**config.mk**
```make
export PLATFORM = sky130hd
export DESIGN_NAME = serial_ctrl_latch
export DESIGN_NICKNAME = d
export VERILOG_FILES = /design/src/rtl/scl_pkg.sv /design/src/rtl/scl_sync.sv /design/src/rtl/scl_shifter.sv /design/src/rtl/scl_regfile.sv /design/src/rtl/serial_ctrl_latch.sv
export SDC_FILE = /design/constraint.sdc
export NUM_CORES = 1
export LEC_CHECK = 0
export ABC_AREA = 0
export BUFFER_PORTS_ARGS = -buffer_cell sky130_fd_sc_hd__buf_2
export CAP_MARGIN = 20
export CORE_MARGIN = 2
export CORE_UTILIZATION = 45
export CTS_BUF_LIST = sky130_fd_sc_hd__clkbuf_4
export CTS_CLUSTER_SIZE = 14
export DETAILED_ROUTE_END_ITERATION = 12
export HOLD_SLACK_MARGIN = 0.05
export PLACE_DENSITY = 0.63
export SYNTH_ARGS = -nofsm -noshare
export SYNTH_HDL_FRONTEND = slang
export SYNTH_SLANG_ARGS = --single-unit
export TNS_END_PERCENT = 5
```
**constraint.sdc**
```tcl
create_clock -name clk -period 3.2 [get_ports clk]
set_input_delay 0.48 -clock clk [delete_from_list [all_inputs] [get_ports clk]]
set_output_delay 0.48 -clock clk [all_outputs]
set_load 0.02 [all_outputs]
```
**src/rtl/scl_pkg.sv**
```systemverilog
package scl_pkg;
  localparam int WORD_W      = 16;
  localparam int VOL_W       = 10;
  localparam int MUTE_POS    = 11;
  localparam int DEEMPH_POS  = 12;
  localparam int SOFTPD_POS  = 13;
  localparam int SYNC_STAGES = 2;
  // index of each line inside the synchroniser vector
  localparam int S_CCLK   = 0;
  localparam int S_CDATA  = 1;
  localparam int S_CLATCH = 2;
  localparam int S_DEEMPH = 3;
  localparam int S_PDN    = 4;
  localparam int S_W      = 5;
  // idle levels: latch high, power-down pin released
  localparam logic [S_W-1:0] S_IDLE = 5'b10100;
endpackage

```
**src/rtl/scl_sync.sv**
```systemverilog
module scl_sync #(
  parameter int W      = 1,
  parameter int STAGES = 2,
  parameter logic [W-1:0] RST_VAL = '0
) (
  input  logic         clk,
  input  logic         rst,
  input  logic [W-1:0] d,
  output logic [W-1:0] q
);
  logic [W-1:0] stg [STAGES];

  always_ff @(posedge clk) begin
    if (rst) begin
      for (int i = 0; i < STAGES; i++) stg[i] <= RST_VAL;
    end else begin
      stg[0] <= d;
      for (int i = 1; i < STAGES; i++) stg[i] <= stg[i-1];
    end
  end

  assign q = stg[STAGES-1];
endmodule

```
**src/rtl/scl_shifter.sv**
```systemverilog
module scl_shifter #(
  parameter int W  = 16,
  localparam int CW = $clog2(W + 2)
) (
  input  logic          clk,
  input  logic          clr,
  input  logic          sclk_s,
  input  logic          sdata_s,
  input  logic          latch_s,
  output logic          commit_o,
  output logic [W-1:0]  word_o,
  output logic [CW-1:0] cnt_o
);
  localparam logic [CW-1:0] FULL = CW'(W);
  localparam logic [CW-1:0] OVER = CW'(W + 1);

  logic          sclk_d, latch_d;
  logic [W-1:0]  sh_q;
  logic [CW-1:0] cnt_q, cnt_base;
  logic          sclk_rise, latch_rise, latch_fall, take_bit;

  assign sclk_rise  = sclk_s & ~sclk_d;
  assign latch_rise = latch_s & ~latch_d;
  assign latch_fall = ~latch_s & latch_d;
  assign take_bit   = ~latch_s & sclk_rise;
  assign cnt_base   = latch_fall ? '0 : cnt_q;

  always_ff @(posedge clk) begin
    if (clr) begin
      sclk_d   <= 1'b0;
      latch_d  <= 1'b1;
      sh_q     <= '0;
      cnt_q    <= '0;
      commit_o <= 1'b0;
      word_o   <= '0;
    end else begin
      sclk_d   <= sclk_s;
      latch_d  <= latch_s;
      commit_o <= 1'b0;
      if (take_bit) begin
        sh_q  <= {sh_q[W-2:0], sdata_s};
        cnt_q <= (cnt_base == OVER) ? OVER : cnt_base + 1'b1;
      end else begin
        cnt_q <= cnt_base;
      end
      if (latch_rise && cnt_q == FULL) begin
        commit_o <= 1'b1;
        word_o   <= sh_q;
      end
    end
  end

  assign cnt_o = cnt_q;
endmodule

```
**src/rtl/scl_regfile.sv**
```systemverilog
module scl_regfile
  import scl_pkg::*;
#(
  parameter int W    = WORD_W,
  parameter int VW   = VOL_W
) (
  input  logic          clk,
  input  logic          rst,
  input  logic          clr,
  input  logic          commit,
  input  logic [W-1:0]  word,
  input  logic          deemph_pin_s,
  output logic [VW-1:0] vol_o,
  output logic          mute_o,
  output logic          deemph_bit_o,
  output logic          deemph_o,
  output logic          softpd_o,
  output logic          dp_rst_o
);
  logic unused_rsvd;
  assign unused_rsvd = ^{word[W-1:SOFTPD_POS+1], word[MUTE_POS-1:VW]};

  always_ff @(posedge clk) begin
    if (clr) begin
      vol_o        <= '1;
      mute_o       <= 1'b0;
      deemph_bit_o <= 1'b0;
      softpd_o     <= 1'b0;
    end else if (commit) begin
      vol_o        <= word[VW-1:0];
      mute_o       <= word[MUTE_POS];
      deemph_bit_o <= word[DEEMPH_POS];
      softpd_o     <= word[SOFTPD_POS];
    end
  end

  always_ff @(posedge clk) begin
    if (rst) begin
      deemph_o <= 1'b0;
      dp_rst_o <= 1'b1;
    end else begin
      deemph_o <= deemph_pin_s | (deemph_bit_o & ~clr);
      dp_rst_o <= clr | softpd_o;
    end
  end
endmodule

```
**src/rtl/serial_ctrl_latch.sv**
```systemverilog
module serial_ctrl_latch
  import scl_pkg::*;
#(
  parameter int WORD_BITS = WORD_W,
  parameter int VOL_BITS  = VOL_W,
  localparam int CNT_W    = $clog2(WORD_BITS + 2)
) (
  input  logic                clk,
  input  logic                rst,
  input  logic                hw_pd_n,
  input  logic                deemph_pin,
  input  logic                cclk,
  input  logic                cdata,
  input  logic                clatch,
  output logic [VOL_BITS-1:0] vol_req_o,
  output logic                mute_o,
  output logic                deemph_o,
  output logic                soft_pd_o,
  output logic                dp_rst_o
);
  logic [S_W-1:0]       raw_v, syn_v;
  logic                 pd_n_s, deemph_pin_s, clr;
  logic                 commit_w;
  logic [WORD_BITS-1:0] word_w;
  logic [CNT_W-1:0]     cnt_w;
  logic                 deemph_bit_w;

  always_comb begin
    raw_v           = '0;
    raw_v[S_CCLK]   = cclk;
    raw_v[S_CDATA]  = cdata;
    raw_v[S_CLATCH] = clatch;
    raw_v[S_DEEMPH] = deemph_pin;
    raw_v[S_PDN]    = hw_pd_n;
  end

  scl_sync #(.W(S_W), .STAGES(SYNC_STAGES), .RST_VAL(S_IDLE)) u_sync (
    .clk (clk), .rst (rst), .d (raw_v), .q (syn_v)
  );

  assign pd_n_s       = syn_v[S_PDN];
  assign deemph_pin_s = syn_v[S_DEEMPH];
  assign clr          = rst | ~pd_n_s;

  scl_shifter #(.W(WORD_BITS)) u_shift (
    .clk      (clk),
    .clr      (clr),
    .sclk_s   (syn_v[S_CCLK]),
    .sdata_s  (syn_v[S_CDATA]),
    .latch_s  (syn_v[S_CLATCH]),
    .commit_o (commit_w),
    .word_o   (word_w),
    .cnt_o    (cnt_w)
  );

  scl_regfile #(.W(WORD_BITS), .VW(VOL_BITS)) u_regs (
    .clk          (clk),
    .rst          (rst),
    .clr          (clr),
    .commit       (commit_w),
    .word         (word_w),
    .deemph_pin_s (deemph_pin_s),
    .vol_o        (vol_req_o),
    .mute_o       (mute_o),
    .deemph_bit_o (deemph_bit_w),
    .deemph_o     (deemph_o),
    .softpd_o     (soft_pd_o),
    .dp_rst_o     (dp_rst_o)
  );
endmodule

```
==> results.cfg, run 1 <==
[timing]
maxSlewViolCount = 0
min_period_over_period_pct = 57.6
fmax_ghz = 0.542
max_slew_margin_pct = 48.6
setup_tns_ps = 0
whs_ps = 262
finalHoldViolations = 0
rsz0062_at_grt = false
worstMarginPinSlew_ps = 770
fin_skew_ps = 5.58
report.final.setup_viol = 0
period_needed_ps = 1840
setup_ws_ps = 1360

[die]
io_pins = 21
row_count = 25
die_area_sq_um = 5370
fp.dieW_um = 73.3
start_util_pct = 46.3
core-area_sq_um = 4660
die_y_um = 73.3

[routing]
via_per_inst = 5.15
drcViolationCount = 0
first_pass_iters = 4
ant_nets = 0
routedWlPerCell_um = 12.4
vias = 1606
drt_wl_total_mm = 3.86
dr.first_iter.drc_count = 135

[synth]
synth_seq_cells = 60
synth_area_sq_um = 2160
synth_edf_count = 0
yosysSeqAreaShare_pct = 55.7
synth_nets = 242
yosysWarningCount = 0
ys_types = 33
async_reset_ff_share_pct = 0
syn_avg_cell_area_sq_um = 9.22
synthCells = 234
synth_flop_cell = dfxtp_1

[critical_path]
cp_cell_sequence = or3b_1, or4_1, a21oi_1
cpPeakStageDelay_ps = 680
crit_type = register to register
crit_buf_inv = 0
cp-start-kind = register
critPathMaxFanout = 20
worstPathRequired_ps = 3530
crit_family = simple AND/OR/NAND/NOR gates
critPathSlowestCell = or3b_1
endpoint_kind = register
crit_arrival_ps = 2180

[grt]
grtUsageMet2_pct = 24.1
use_met3_pct = 4.12
grt_pass1_vias = 1400
grt-ovfl-total = 0
grt_pass1_wl_mm = 6.33
grt_max_degree = 34
grtUsageTotal_pct = 15.8
grtUsageMet1_pct = 19.7
grt.busiest_layer = met2
antenna_found_initial = 0

[power_and_ir_drop]
powerDensity_nw_per_um2 = 618
peakVddDrop_uv = 276
cellLeakagePower_nw = 0.877

[place]
placed_area_sq_um = 2290
pre_cts_ws_ps = 1360
port_buffers = 20
gp_congestion = 0.711
dp_hpwl_mm = 2.34

[clock_tree]
cts_tree = yes
clk_path_buf_depth = 2
clk_pin_slew_ps = 100
cts_hold_buf = 0
cts_num_sinks = 60
numCtsBuffers = 9
clock_latency_ps = 390
cts_resized = 0
ctsRootBufferMaster = clkbuf_4
cts_setup_buffers = 0
h-tree-depth = 3

[cells_and_area]
fin_nets = 261
insertedDiodeCount = 0
fillers = 427
syn_to_final_growth_pct = 15.9
stdcell_area_sq_um = 2500
drive_gt1_share_pct = 18.6

[run]
max_cap_violations = 0

[min_path]
hold_path.class = input pin to register

[outcome]
status = complete, no violations
==> flip-flops by register name, indices dropped and copies added (netlist names) <==
signal / flops
u_sync.stg: 10
u_shift.sh_q: 14
u_regs.dp_rst_o: 1
u_regs.deemph_o: 1
u_shift.commit_o: 1
u_shift.sclk_d: 1
u_regs.mute_o: 1
u_shift.cnt_o: 5
u_regs.vol_o: 10
u_regs.softpd_o: 1
u_shift.word_o: 13
u_shift.latch_d: 1
u_regs.deemph_bit_o: 1
==> kinds of logic (layout without fill, tap and decap cells) <==
| logic type | after synthesis | after routing | synth area share [%] |
|---|---|---|---|
| flops | 60 | 60 | 55.7 |
| mux | 14 | 14 | 6.49 |
| simple gates | 92 | 92 | 21.7 |
| buf+inv | 18 | 42 | 3.36 |
| fa+ha+maj | 1 | 1 | 0.580 |
| compound gates | 49 | 49 | 12.2 |
==> routing by layer <==
layer  wire length (um)  share of wire, %  vias to the layer above
li1                   -                 -                      841
met1               1960                51                      718
met2               1670                43                       37
met3                151               3.9                       10
met4                 79               2.0                        0
met5                  0                 0                        -
==> metrics by stage <==
stage | instances | utilization (%) | total power (W)
6_report | 312 | 53.7 | 0.00155
5_1_grt | 312 | 53.7 | 0.00161
4_1_cts | 312 | 53.7 | 0.00156
3_5_place_dp | 296 | 49.2 | 0.000812
3_3_place_gp | 296 | 49.2 | 0.000811
2_1_floorplan | 234 | - | 0.000800
==> cell usage in the layout, fill, tap and decap left out, types with 2 or more instances in the layout <==
cell,synthesis,routed
dfxtp_1,60,60
nand2_1,41,41
a21oi_1,30,30
buf_2,4,20
nand3_1,14,14
mux2i_1,14,14
clkbuf_4,0,9
o21ai_0,8,8
nor2b_1,7,7
nand2b_1,5,5
o21ai_1,5,5
nor2_1,5,5
buf_4,0,5
or2_2,4,4
bufinv_16,0,4
and2_1,3,3
nand4_1,2,2
nor3_1,2,2
clkinv_2,0,2
==> path summary, 6_finish.rpt <==
check / end / depth (start not counted) / slack, ps / from
worst min register to register: u_sync.stg[0][7] / 1 / 420 / u_sync.stg[0][2]
worst max-delay path: u_shift.cnt_o[3] / 3 / 1360 / u_sync.stg[0][7]
worst min-delay path: u_sync.stg[0][2] / 2 / 260 / clatch
worst max register to register: u_shift.cnt_o[3] / 3 / 1360 / u_sync.stg[0][7]
==> power by group <==
group,internal (W),switching [W]
sequential,0.000754,0.00000285
clock,0.000473,0.000279
combinational,0.0000130,0.0000240
==> cells in the mapped netlist (all sizes together) (3+ instances only) <==
cell type | number | area [sq um]
o21ai | 13 | 65.1
or2 | 4 | 25.0
nand2b | 5 | 31.3
mux2i | 14 | 140
nand3 | 14 | 70.1
clkbuf | 13 | 48.8
a21oi | 30 | 150
nor2 | 5 | 18.8
nand2 | 41 | 154
and2 | 3 | 18.8
dfxtp | 60 | 1200
nor2b | 7 | 43.8
buf | 4 | 20.0
==> final cells by class <==
class	count	area, sq um	area share, %
repair buffers	25	138	5.50
clock buffers	9	67.6	2.70
flip-flops and latches	60	1200	48.0
well taps	54	67.6	2.70
multi-input cells	156	885	35.4
clock inverters	7	139	5.55
inverters	1	3.75	0.150
Power figures use the tool's default switching activity.
==> inputs of run 2 (changes only) <==
==> constraint.sdc (replaced) <==
create_clock -name clk -period 1.7 [get_ports clk]
set_input_delay 0.255 -clock clk [delete_from_list [all_inputs] [get_ports clk]]
set_output_delay 0.255 -clock clk [all_outputs]
set_load 0.02 [all_outputs]
==> results.cfg, run 2 (synthesized netlist as in run 1, its figures left out) <==
[critical_path]
crit_arrival_ps = 1840
crit_family = simple AND/OR/NAND/NOR gates
rrSetupSlack_ps = 140
worstPathRequired_ps = 1980
critPathMaxFanout = 14
crit_buf_inv = 0
cp_cell_sequence = or4b_1, o21ai_0, a21oi_1
endpoint_kind = register
crit_type = register to register
ff2ff_path_depth = 3
cpPeakStageDelay_ps = 750
startpoint = u_shift.cnt_o[2]
r2r-start = u_shift.cnt_o[2]
critPathSlowestCell = or4b_1
rr_endpoint = u_shift.word_o[6]
cp-start-kind = register

[grt]
grt_max_degree = 34
grtUsageTotal_pct = 16.3
grt-ovfl-total = 0
grt_pass1_vias = 1439
antenna_found_initial = 0
grt_pass1_wl_mm = 6.51

[routing]
first_pass_iters = 7
drt_wl_total_mm = 3.89
drcViolationCount = 0
vias = 1615
ant_nets = 0
via_per_inst = 5.02
routedWlPerCell_um = 12.1
dr.first_iter.drc_count = 70

[clock_tree]
h-tree-depth = 3
clk_path_buf_depth = 2
clk_pin_slew_ps = 100
numCtsBuffers = 9
cts_setup_buffers = 0
cts_tree = yes
cts_num_sinks = 60
ctsRootBufferMaster = clkbuf_4
clock_latency_ps = 390

[die]
die_y_um = 73.3
io_pins = 21
start_util_pct = 46.3
fp.dieW_um = 73.3
die_area_sq_um = 5370
core-area_sq_um = 4660
row_count = 25

[cells_and_area]
top_regs = u_shift.sh_q x14, u_shift.word_o x13
drive_gt1_share_pct = 19.8
largest_reg_flops = 14
final_cells = 322
final_common_cell = dfxtp_1
insertedDiodeCount = 0
fillers = 426
final_util_pct = 54.0
syn_to_final_growth_pct = 16.6
fin_nets = 271
layout_common_cells = dfxtp_1 (60), nand2_1 (41), a21oi_1 (30)
regMostFlops = u_shift.sh_q

[timing]
worstMarginPinSlew_ps = 407
period_needed_ps = 1560
maxSlewViolCount = 0
max_slew_margin_pct = 72.9
min_period_over_period_pct = 91.9
finalHoldViolations = 0
fmax_ghz = 0.640
report.final.setup_viol = 0
rsz0062_at_grt = false
setup_tns_ps = 0
fin_skew_ps = 11.7

[run]
max_cap_violations = 0

[power_and_ir_drop]
peakVddDrop_uv = 619
power_w = 0.00248
cellLeakagePower_nw = 0.888
powerDensity_nw_per_um2 = 984

[place]
dp_cells = 301
gp_congestion = 0.822
dp_hpwl_mm = 2.46
port_buffers = 20

[outcome]
status = complete, no violations

[min_path]
min_from = rst
hold_path.class = input pin to register
hold_depth = 2
hold_end = u_sync.stg[0][8]
## run 2: cell count changes in the layout (fill, tap and decap cells not counted), sizes merged
cell / delta
buf: +5
dlygate4sd3: +5
clkinvlp: +1
bufinv: -3
clkbuf: +2
## run 2: per-stage QoR
| step | hold slack, ps | area [sq um] | setup slack, ps |
|---|---|---|---|
| 2_1_floorplan | 327 | 2160 | 150 |
| 3_3_place_gp | 392 | 2330 | 176 |
| 3_5_place_dp | 393 | 2330 | 134 |
| 4_1_cts | 137 | 2520 | 127 |
| 5_1_grt | 161 | 2520 | 27.2 |
| 6_report | 170 | 2520 | 138 |
## run 2: worst reg2reg max path, delay by kind of cell (launching register included)
kind	cells	cell delay, ps
AO/OA/AOI/OAI	2	350
flip-flops	1	360
AND/OR/NAND/NOR	1	750
## run 2: power breakdown
group | internal (W) | switching [W]
combinational | 0.0000336 | 0.0000473
sequential | 0.00142 | 0.00000529
clock | 0.000474 | 0.000497
total | 0.00193 | 0.000549
## run 2: cell type report
type	count	area, sq um	area share (%)
inverters	1	3.75	0.149
repair buffers	35	225	8.95
well taps	54	67.6	2.68
clock buffers	11	82.6	3.28
clock inverters	5	52.6	2.09
multi-input cells	156	885	35.1
flip-flops and latches	60	1200	47.7
## run 2: layer usage
layer	part of all wire (%)	wire length, um	global-route usage [%]	vias up
met5	0	0	0	-
met1	52	2020	20.8	717
li1	-	-	-	862
met3	4.3	166	8.64	2
met2	43	1680	23.3	34
met4	0.62	24	6.17	0
## run 2: timing repair
action,CTS,global route
endpoints found under the setup margin,0,0
hold endpoints to repair,5,0
hold buffers,5,0
resized for setup,0,0
## run 2: worst max-delay path by stage
| stage | end | cells past startpoint |
|---|---|---|
| global route | u_shift.cnt_o[4] | 6 |
| floorplan | u_shift.cnt_o[4] | 7 |
| CTS | u_shift.word_o[5] | 3 |
| finish | u_shift.word_o[6] | 3 |
| global placement | u_shift.word_o[12] | 3 |
| detailed placement | u_shift.word_o[5] | 3 |
